### src/rtl/twi_rx_pkg.sv
package twi_rx_pkg;
  typedef struct packed {
    logic scl_rise;
    logic scl_fall;
    logic start;
    logic stop;
    logic sda;
  } twi_ev_t;
endpackage

### src/rtl/twi_sync.sv
module twi_sync #(
  parameter int STAGES = 2,
  parameter int WIDTH  = 2
) (
  input  logic             clk_i,
  input  logic             rst_ni,
  input  logic [WIDTH-1:0] d_i,
  output logic [WIDTH-1:0] q_o
);
  logic [WIDTH-1:0] stg_q [STAGES];

  for (genvar i = 0; i < STAGES; i++) begin : g_stg
    always_ff @(posedge clk_i or negedge rst_ni) begin
      if (!rst_ni) stg_q[i] <= '1;  // idle bus is high
      else if (i == 0) stg_q[i] <= d_i;
      else stg_q[i] <= stg_q[(i > 0) ? i-1 : 0];
    end
  end

  assign q_o = stg_q[STAGES-1];
endmodule

### src/rtl/twi_cond_det.sv
module twi_cond_det
  import twi_rx_pkg::*;
(
  input  logic    clk_i,
  input  logic    rst_ni,
  input  logic    scl_s_i,
  input  logic    sda_s_i,
  output twi_ev_t ev_o
);
  logic scl_p_q, sda_p_q;

  always_ff @(posedge clk_i or negedge rst_ni) begin
    if (!rst_ni) begin
      scl_p_q <= 1'b1;
      sda_p_q <= 1'b1;
    end else begin
      scl_p_q <= scl_s_i;
      sda_p_q <= sda_s_i;
    end
  end

  always_comb begin
    ev_o.scl_rise = scl_s_i & ~scl_p_q;
    ev_o.scl_fall = ~scl_s_i & scl_p_q;
    ev_o.start    = scl_s_i & scl_p_q & sda_p_q & ~sda_s_i;
    ev_o.stop     = scl_s_i & scl_p_q & ~sda_p_q & sda_s_i;
    ev_o.sda      = sda_s_i;
  end

  // a condition needs SCL high in two consecutive samples
  a_r10_cond_scl_high: assert property (@(posedge clk_i) disable iff (!rst_ni)
    (ev_o.start || ev_o.stop) |-> ($past(scl_s_i) && scl_s_i));
endmodule

### src/rtl/twi_shifter.sv
module twi_shifter
  import twi_rx_pkg::*;
#(
  parameter int WORD_W = 8
) (
  input  logic              clk_i,
  input  logic              rst_ni,
  input  twi_ev_t           ev_i,
  output logic              sda_pd_o,
  output logic [WORD_W-1:0] byte_o,
  output logic              byte_vld_o
);
  localparam int CNT_W = $clog2(WORD_W + 1);
  localparam logic [CNT_W-1:0] LAST = CNT_W'(WORD_W - 1);

  logic              active_q, ack_pend_q, in_ack_q;
  logic [CNT_W-1:0]  cnt_q;
  logic [WORD_W-1:0] sh_q, sh_nxt;

  assign sh_nxt = {sh_q[WORD_W-2:0], ev_i.sda};

  always_ff @(posedge clk_i or negedge rst_ni) begin
    if (!rst_ni) begin
      active_q   <= 1'b0;
      ack_pend_q <= 1'b0;
      in_ack_q   <= 1'b0;
      cnt_q      <= '0;
      sh_q       <= '0;
      byte_o     <= '0;
      byte_vld_o <= 1'b0;
      sda_pd_o   <= 1'b0;
    end else begin
      byte_vld_o <= 1'b0;
      if (ev_i.start) begin
        active_q   <= 1'b1;
        cnt_q      <= '0;
        sh_q       <= '0;
        ack_pend_q <= 1'b0;
        in_ack_q   <= 1'b0;
        sda_pd_o   <= 1'b0;
      end else if (ev_i.stop) begin
        active_q   <= 1'b0;
        cnt_q      <= '0;
        ack_pend_q <= 1'b0;
        in_ack_q   <= 1'b0;
        sda_pd_o   <= 1'b0;
      end else if (active_q) begin
        if (ev_i.scl_rise && !ack_pend_q && !in_ack_q) begin
          sh_q <= sh_nxt;
          if (cnt_q == LAST) begin
            byte_o     <= sh_nxt;
            byte_vld_o <= 1'b1;
            ack_pend_q <= 1'b1;
            cnt_q      <= '0;
          end else begin
            cnt_q <= cnt_q + 1'b1;
          end
        end
        if (ev_i.scl_fall && ack_pend_q) begin
          sda_pd_o   <= 1'b1;
          ack_pend_q <= 1'b0;
          in_ack_q   <= 1'b1;
        end else if (ev_i.scl_fall && in_ack_q) begin
          sda_pd_o <= 1'b0;
          in_ack_q <= 1'b0;
        end
      end
    end
  end

  a_r4_vld_one_cycle: assert property (@(posedge clk_i) disable iff (!rst_ni)
    byte_vld_o |=> !byte_vld_o);
  a_r6_vld_needs_active: assert property (@(posedge clk_i) disable iff (!rst_ni)
    byte_vld_o |-> $past(active_q));
  a_r5_pd_needs_active: assert property (@(posedge clk_i) disable iff (!rst_ni)
    sda_pd_o |-> active_q);
  a_r5_pd_on_fall: assert property (@(posedge clk_i) disable iff (!rst_ni)
    $rose(sda_pd_o) |-> $past(ev_i.scl_fall));
endmodule

### src/rtl/twi_standby.sv
module twi_standby (
  input  logic clk_i,
  input  logic rst_ni,
  input  logic start_i,
  input  logic stop_i,
  input  logic busy_i,
  output logic standby_o
);
  logic pend_q;

  always_ff @(posedge clk_i or negedge rst_ni) begin
    if (!rst_ni) begin
      standby_o <= 1'b1;
      pend_q    <= 1'b0;
    end else if (start_i) begin
      standby_o <= 1'b0;
      pend_q    <= 1'b0;
    end else if (stop_i) begin
      pend_q <= 1'b1;
    end else if (pend_q && !busy_i) begin
      standby_o <= 1'b1;
      pend_q    <= 1'b0;
    end
  end

  a_r9_no_standby_while_busy: assert property (@(posedge clk_i) disable iff (!rst_ni)
    $rose(standby_o) |-> !$past(busy_i));
endmodule

### src/rtl/twi_target_rx.sv
module twi_target_rx
  import twi_rx_pkg::*;
#(
  parameter int SYNC_STAGES = 2,
  parameter int WORD_W      = 8
) (
  input  logic              clk_i,
  input  logic              rst_ni,
  input  logic              scl_i,
  input  logic              sda_i,
  input  logic              busy_i,
  output logic              sda_pd_o,
  output logic [WORD_W-1:0] byte_o,
  output logic              byte_vld_o,
  output logic              start_o,
  output logic              stop_o,
  output logic              standby_o
);
  logic [1:0] line_s;
  twi_ev_t    ev;

  twi_sync #(.STAGES(SYNC_STAGES), .WIDTH(2)) u_sync (
    .clk_i, .rst_ni, .d_i({scl_i, sda_i}), .q_o(line_s)
  );

  twi_cond_det u_det (
    .clk_i, .rst_ni, .scl_s_i(line_s[1]), .sda_s_i(line_s[0]), .ev_o(ev)
  );

  twi_shifter #(.WORD_W(WORD_W)) u_shift (
    .clk_i, .rst_ni, .ev_i(ev), .sda_pd_o, .byte_o, .byte_vld_o
  );

  twi_standby u_sb (
    .clk_i, .rst_ni, .start_i(ev.start), .stop_i(ev.stop), .busy_i, .standby_o
  );

  always_ff @(posedge clk_i or negedge rst_ni) begin
    if (!rst_ni) begin
      start_o <= 1'b0;
      stop_o  <= 1'b0;
    end else begin
      start_o <= ev.start;
      stop_o  <= ev.stop;
    end
  end

  a_r2_start_stop_excl: assert property (@(posedge clk_i) disable iff (!rst_ni)
    !(start_o && stop_o));
  a_r8_start_clears_standby: assert property (@(posedge clk_i) disable iff (!rst_ni)
    start_o |-> !standby_o);
  a_r3_stop_pulse: assert property (@(posedge clk_i) disable iff (!rst_ni)
    stop_o |=> !stop_o);
endmodule

### config.mk
export PLATFORM = sky130hd
export DESIGN_NAME = twi_target_rx
export DESIGN_NICKNAME = d
export VERILOG_FILES = /design/src/rtl/twi_rx_pkg.sv /design/src/rtl/twi_sync.sv /design/src/rtl/twi_cond_det.sv /design/src/rtl/twi_shifter.sv /design/src/rtl/twi_standby.sv /design/src/rtl/twi_target_rx.sv
export SDC_FILE = /design/constraint.sdc
export NUM_CORES = 1
export LEC_CHECK = 0
export BUFFER_PORTS_ARGS = -buffer_cell sky130_fd_sc_hd__buf_2
export CORE_ASPECT_RATIO = 0.6
export CORE_UTILIZATION = 30
export DETAILED_ROUTE_END_ITERATION = 6
export GPL_TIMING_DRIVEN = 0
export SYNTH_ARGS = -nofsm -noshare
export SYNTH_HDL_FRONTEND = slang
export SYNTH_SLANG_ARGS = --single-unit
### constraint.sdc
create_clock -name clk_i -period 1.65 [get_ports clk_i]
set_input_delay 0.33 -clock clk_i [delete_from_list [all_inputs] [get_ports clk_i]]
set_output_delay 0.33 -clock clk_i [all_outputs]
set_load 0.01 [all_outputs]
==> results.sh, run 1 <==
export IMPL_power_density_nw_per_um2=1107
export IMPL_netlist_top_cells_area="dfrtp_1 (50%), dfstp_2 (14%), mux2_2 (6.9%)"
export IMPL_diodes=0
export IMPL_start_kind="flop"
export IMPL_synth_top_area_cell="dfrtp_1"
export IMPL_synth_seq_area_share=0.6383
export IMPL_avgRoutedWirePerCell_um=12.17
export IMPL_fp_dieH_um=53.14
export IMPL_timing_final_crit_period_ps=1572
export IMPL_worst_pin_slew_ps=714.5
export IMPL_drv_cap=0
export IMPL_area_growth_pct=20.57
export IMPL_synth_top_area_share=0.4976
export IMPL_fillerInstances=426
export IMPL_preCtsSetupSlack_ps=39.03
export IMPL_ys_warnings_count=0
export IMPL_antenna_found_initial=0
export IMPL_worst_endpoint_arrival_ps=1740
export IMPL_cts_tree="done"
export IMPL_place_gp_congestion=0.7488
export IMPL_fin_skew_ps=2.427
export IMPL_synth_nets=113
export IMPL_route_detailed_drc=0
export IMPL_rsz0062_at_grt="no"
export IMPL_htreeDepth=2
export IMPL_layout_common_cells="dfrtp_1 (26), buf_2 (19), o21ai_0 (13)"
export IMPL_crit_required_ps=1820
export IMPL_first_global_vias=828
export IMPL_layout_cells_non_filler=194
export IMPL_drive_gt1_frac=0.3433
export IMPL_hold_viol_final=0
export IMPL_insertion_delay_ps=280
export IMPL_max_vdd_ir_drop_mv=0.4184
export IMPL_firstDrtPassIters=4
export IMPL_multi_input_area_um2=432.9
export IMPL_layout_nets=139
export IMPL_finalCritPeriodShare=0.9530
export IMPL_io_pins=18
export IMPL_core_area_um2=4144
export IMPL_max_slew_margin_rel=0.5236
export IMPL_die_w_um=87.23
export IMPL_synth_async_reset_ratio=1.000
export IMPL_cp_end_kind="flop"
export IMPL_slew_violations=0
export IMPL_start_util=0.3155
export IMPL_drtIter0Drc=39
export IMPL_grt_pass1_wl_um=3864
export IMPL_syn_inst=107
export IMPL_startpoint="u_shift.ack_pend_q$_DFFE_PN0P_"
export IMPL_path_max_fanout=10
export IMPL_grtUsageTotal=0.1192
export IMPL_ant_nets=0
export IMPL_setup_slack_ps=77.51
export IMPL_grt_max_degree=34
export IMPL_numCtsBuffers=5
export IMPL_min_path_type="input port to asynchronous set/reset pin"
export IMPL_dp_hpwl_um=1573
export IMPL_avgSynthCellArea_um2=12.22
export IMPL_hold_buffers=0
export IMPL_power_leakage_uw=0.0007928
export IMPL_grt_overflow_total=0
export IMPL_clk_pin_slew_ps=60
export IMPL_synth_edff_count=0
export IMPL_cts_root_buf="clkbuf_8"
export IMPL_dp_cells=184
export IMPL_outcome="finished, final reports clean"
export IMPL_post_drt_via_cell_ratio=4.613
export IMPL_netlist_cell_type_count=25
export IMPL_synthFlopType="dfrtp_1"
export IMPL_layout_area_seq_um2=834.6
export IMPL_routed_wl_um=2361
export IMPL_cts_sinks=33
export IMPL_clk_path_buf_depth=2
export IMPL_syn_cell_area_um2=1308
export IMPL_dr_total_vias=895
export IMPL_final_setup_tns_ps=0
export IMPL_setup_viol=0
export IMPL_hold_slack_ps=97.69
export IMPL_dieArea_um2=4635
export IMPL_worstSetupPathType="flop to flop"
export IMPL_r2r_start="u_shift.ack_pend_q$_DFFE_PN0P_"
export IMPL_final_common_cell="dfrtp_1"
export IMPL_fmax_mhz=635.9
export IMPL_rows=18
export IMPL_numPortBuffers=17
export IMPL_ys_ff_latch=33
export IMPL_finish_utilization=0.3804
-- per-layer routing --
layer,global-route usage,up-vias,wire length (um)
met3,0.05148,7,120
met4,0.06557,0,38
met2,0.1627,24,904
li1,-,430,-
met5,0,-,0
met1,0.1572,434,1298
-- synthesized netlist by cell type, types with 2 or more instances --
library cell  count
nor2_1            3
nand3_1          10
dfrtp_1          26
nand4b_1          3
inv_1             6
a21oi_1           3
o21ai_0          13
buf_2             2
nand2_1          11
clkbuf_1          2
mux2_2            8
dfstp_2           7
-- power by group --
| group | internal [uW] | total [uW] | switching (uW) |
|---|---|---|---|
| Sequential | 896 | 956 | 60.2 |
| Clock | 340 | 616 | 276 |
| Combinational | 73.9 | 173 | 99.0 |
-- final timing paths --
check,end,slack [ps],depth (start not counted)
worst max-delay path,u_shift.byte_o[6]$_DFFE_PN0P_,80,3
worst min-delay path,u_shift.byte_o[1]$_DFFE_PN0P_,100,1
worst max register to register,u_shift.byte_o[6]$_DFFE_PN0P_,80,3
worst min register to register,u_sync.q_o[1]$_DFF_PN1_,360,0
max in group asynchronous,u_shift.byte_o[7]$_DFFE_PN0P_,1090,1
min in group clk_i,u_sync.stg_q[2]$_DFF_PN1_,140,1
-- through the flow --
stage	power, uW	area [um2]
3_3_place_gp	1127	1468
6_report	1745	1577
5_1_grt	1839	1577
4_1_cts	1762	1558
2_1_floorplan	1067	1308
3_5_place_dp	1137	1468
-- repair_timing --
| action | CTS | global route |
|---|---|---|
| resized for setup | 0 | 0 |
| setup buffers | 0 | 3 |
| setup endpoints to repair | 0 | 13 |
| endpoints found under the hold margin | 0 | 0 |
-- cells by family (layout without fill, tap and decap cells) --
group | Yosys count | in the layout | share of synthesized area
AO/OA/AOI/OAI | 21 | 21 | 0.08900
flip-flops | 33 | 33 | 0.6383
XOR/XNOR | 1 | 1 | 0.006700
buffers and inverters | 10 | 37 | 0.03062
AND/OR/NAND/NOR | 32 | 32 | 0.1493
multiplexers | 9 | 9 | 0.07656
adder cells (fa/ha/maj) | 1 | 1 | 0.009568
-- worst max-delay path, cell delays in order, from the launching register on --
cell      delay (ps)
dfrtp_1          420
nor4b_4          420
nand4b_4         270
mux2_2           340
-- cell type report --
cell class,count,area share
repair buffers,20,0.06825
plain buffers,3,0.008730
multi-input cells,64,0.2746
flip-flops and latches,33,0.5294
clock buffers,8,0.05714
well taps,60,0.04762
inverters,6,0.01429
-- sequential cells by signal, indices dropped and copies added, names as in the netlist --
signal / flops
u_det.sda_p_q: 1
u_shift.ack_pend_q: 1
u_shift.byte_o: 8
u_shift.active_q: 1
u_det.scl_p_q: 1
u_sync.stg_q: 2
u_shift.sda_pd_o: 1
stop_o: 1
u_shift.cnt_q: 4
u_sync.q_o: 2
u_shift.sh_q: 7
u_sb.standby_o: 1
start_o: 1
u_shift.byte_vld_o: 1
u_sb.pend_q: 1
(Power assumes the default switching activity.)
==> inputs of run 2 (changes only) <==
REMOVE_ABC_BUFFERS = 1   (was default)
==> run 2 against run 1 <==
  * Clock power rose by 7.3%
  * Design area shrank 0.16%
  * Register-to-register slack improved by 30 ps
  * Core utilization fell by 0.060 points
  * Maximum frequency is 2.1% higher
  * Sequential share of layout area up 0.084 points
  * First-iteration DRC count up 21%
  * Sequential power increased by 0.6%
  * Wire length rose by 4.2%
  * Total power up 2.8%
  * Sequential cell count is the same
==> results.sh, run 2 (synthesized netlist as in run 1, its figures left out) <==
export IMPL_fin_skew_ps=5.908
export IMPL_top_layer="met4"
export IMPL_startpoint="u_det.scl_p_q$_DFF_PN1_"
export IMPL_path_max_fanout=10
export IMPL_core_area_um2=4144
export IMPL_path_buf_inv=1
export IMPL_first_global_vias=859
export IMPL_slew_violations=0
export IMPL_dr_wl_met3_um=106
export IMPL_met1_length_um=1227
export IMPL_outcome="finished, final reports clean"
export IMPL_io_pins=18
export IMPL_final_common_cell="dfrtp_1"
export IMPL_layout_common_cells="dfrtp_1 (26), buf_2 (17), o21ai_0 (13)"
export IMPL_layout_area_seq_um2=834.6
export IMPL_max_slew_margin_rel=0.5119
export IMPL_fp_dieH_um=53.14
export IMPL_place_gp_congestion=0.7811
export IMPL_cp_top_family="simple AND/OR/NAND/NOR gates"
export IMPL_setup_slack_ps=109.8
export IMPL_preCtsSetupSlack_ps=-286.4
export IMPL_power_density_nw_per_um2=1139
export IMPL_dp_cells=180
export IMPL_ant_nets=0
export IMPL_drv_cap=0
export IMPL_fmax_mhz=649.3
export IMPL_dp_hpwl_um=1521
export IMPL_grtUsageTotal=0.1267
export IMPL_crit_required_ps=1820
export IMPL_insertion_delay_ps=290
export IMPL_dr_total_vias=875
export IMPL_cts_root_buf="clkbuf_8"
export IMPL_numCtsBuffers=5
export IMPL_finalCritPeriodShare=0.9334
export IMPL_power_leakage_uw=0.0007916
export IMPL_numPortBuffers=17
export IMPL_crit_chain="nor4b_4, buf_4, nand4b_4, mux2_2"
export IMPL_start_kind="flop"
export IMPL_cts_tree="done"
export IMPL_max_vdd_ir_drop_mv=0.6227
export IMPL_multi_input_area_um2=432.9
export IMPL_setup_viol=0
export IMPL_routed_wl_um=2459
export IMPL_cpMaxStageDelayCell="dfstp_2"
export IMPL_regMostFlops="u_shift.byte_o"
export IMPL_min_path_type="input port to asynchronous set/reset pin"
export IMPL_start_util=0.3155
export IMPL_area_growth_pct=20.38
export IMPL_largest_reg_flops=8
export IMPL_post_drt_via_cell_ratio=4.581
export IMPL_worstSetupPathType="flop to flop"
export IMPL_route_detailed_drc=0
export IMPL_dieArea_um2=4635
export IMPL_worst_pin_slew_ps=732.1
export IMPL_cp_end_kind="flop"
export IMPL_rows=18
export IMPL_grt_max_degree=34
export IMPL_timing_final_crit_period_ps=1540
export IMPL_drtIter0Drc=47
export IMPL_slowest_delay_ps=410
export IMPL_drive_gt1_frac=0.3511
export IMPL_hold_viol_final=0
export IMPL_antenna_found_initial=0
export IMPL_grt_pass1_wl_um=4160
export IMPL_worst_endpoint_arrival_ps=1710
export IMPL_die_w_um=87.23
export IMPL_htreeDepth=2
export IMPL_diodes=0
export IMPL_layout_cells_non_filler=191
export IMPL_r2r_start="u_det.scl_p_q$_DFF_PN1_"
export IMPL_fillerInstances=428
export IMPL_met2_wirelength_um=1083
export IMPL_finish_utilization=0.3798
export IMPL_final_setup_tns_ps=0
export IMPL_avgRoutedWirePerCell_um=12.87
export IMPL_firstDrtPassIters=4
export IMPL_layout_nets=136
export IMPL_rsz0062_at_grt="no"
export IMPL_cts_sinks=33
export IMPL_grt_overflow_total=0
export IMPL_clk_pin_slew_ps=60
export IMPL_reg_top3="u_shift.byte_o (8), u_shift.sh_q (7), u_shift.cnt_q (4)"
export IMPL_clk_path_buf_depth=2
==> run 2: layout make-up <==
class,count,area share
Multi-Input combinational cell,64,0.2750
Timing Repair Buffer,20,0.06836
Tap cell,60,0.04769
Sequential cell,33,0.5302
Clock buffer,7,0.06121
Clock inverter,1,0.003180
Inverter,6,0.01431
==> run 2: per-stage QoR <==
step                      hold WS [ps]  total power, uW  area (um2)
after floorplan                  34.41             1063        1290
after global placement           345.5             1118        1450
after detailed placement         347.3             1134        1450
after CTS                        114.5             1817        1574
after global routing             132.4             1883        1574
final                            102.1             1793        1574
==> run 2: final timing paths <==
path,depth (start not counted),end,slack [ps]
max in group asynchronous,1,u_shift.byte_o[5]$_DFFE_PN0P_,1080
setup / recovery,4,u_shift.byte_o[3]$_DFFE_PN0P_,110
hold reg to reg,0,u_sync.q_o[1]$_DFF_PN1_,360
hold / removal,1,stop_o$_DFF_PN0_,100
setup reg to reg,4,u_shift.byte_o[3]$_DFFE_PN0P_,110
min in group clk_i,1,u_sync.stg_q[2]$_DFF_PN1_,140
==> run 2: where the power goes <==
group	total, uW	internal (uW)	switching (uW)
registers	962	896	66.5
clock network	661	377	285
logic	169	72.5	96.9
==> run 2: per-layer routing <==
metal  vias to the layer above  track usage
met1                       432       0.1616
met3                         4      0.03900
met4                         0      0.09016
met5                         -            0
li1                        419            -
met2                        20       0.1837
==> run 2: repair_timing <==
item                                   CTS  global route
setup buffers                            3             0
resized for setup                        0             0
endpoints found under the hold margin    0             0
hold buffers                             0             0
setup endpoints to repair               21             0
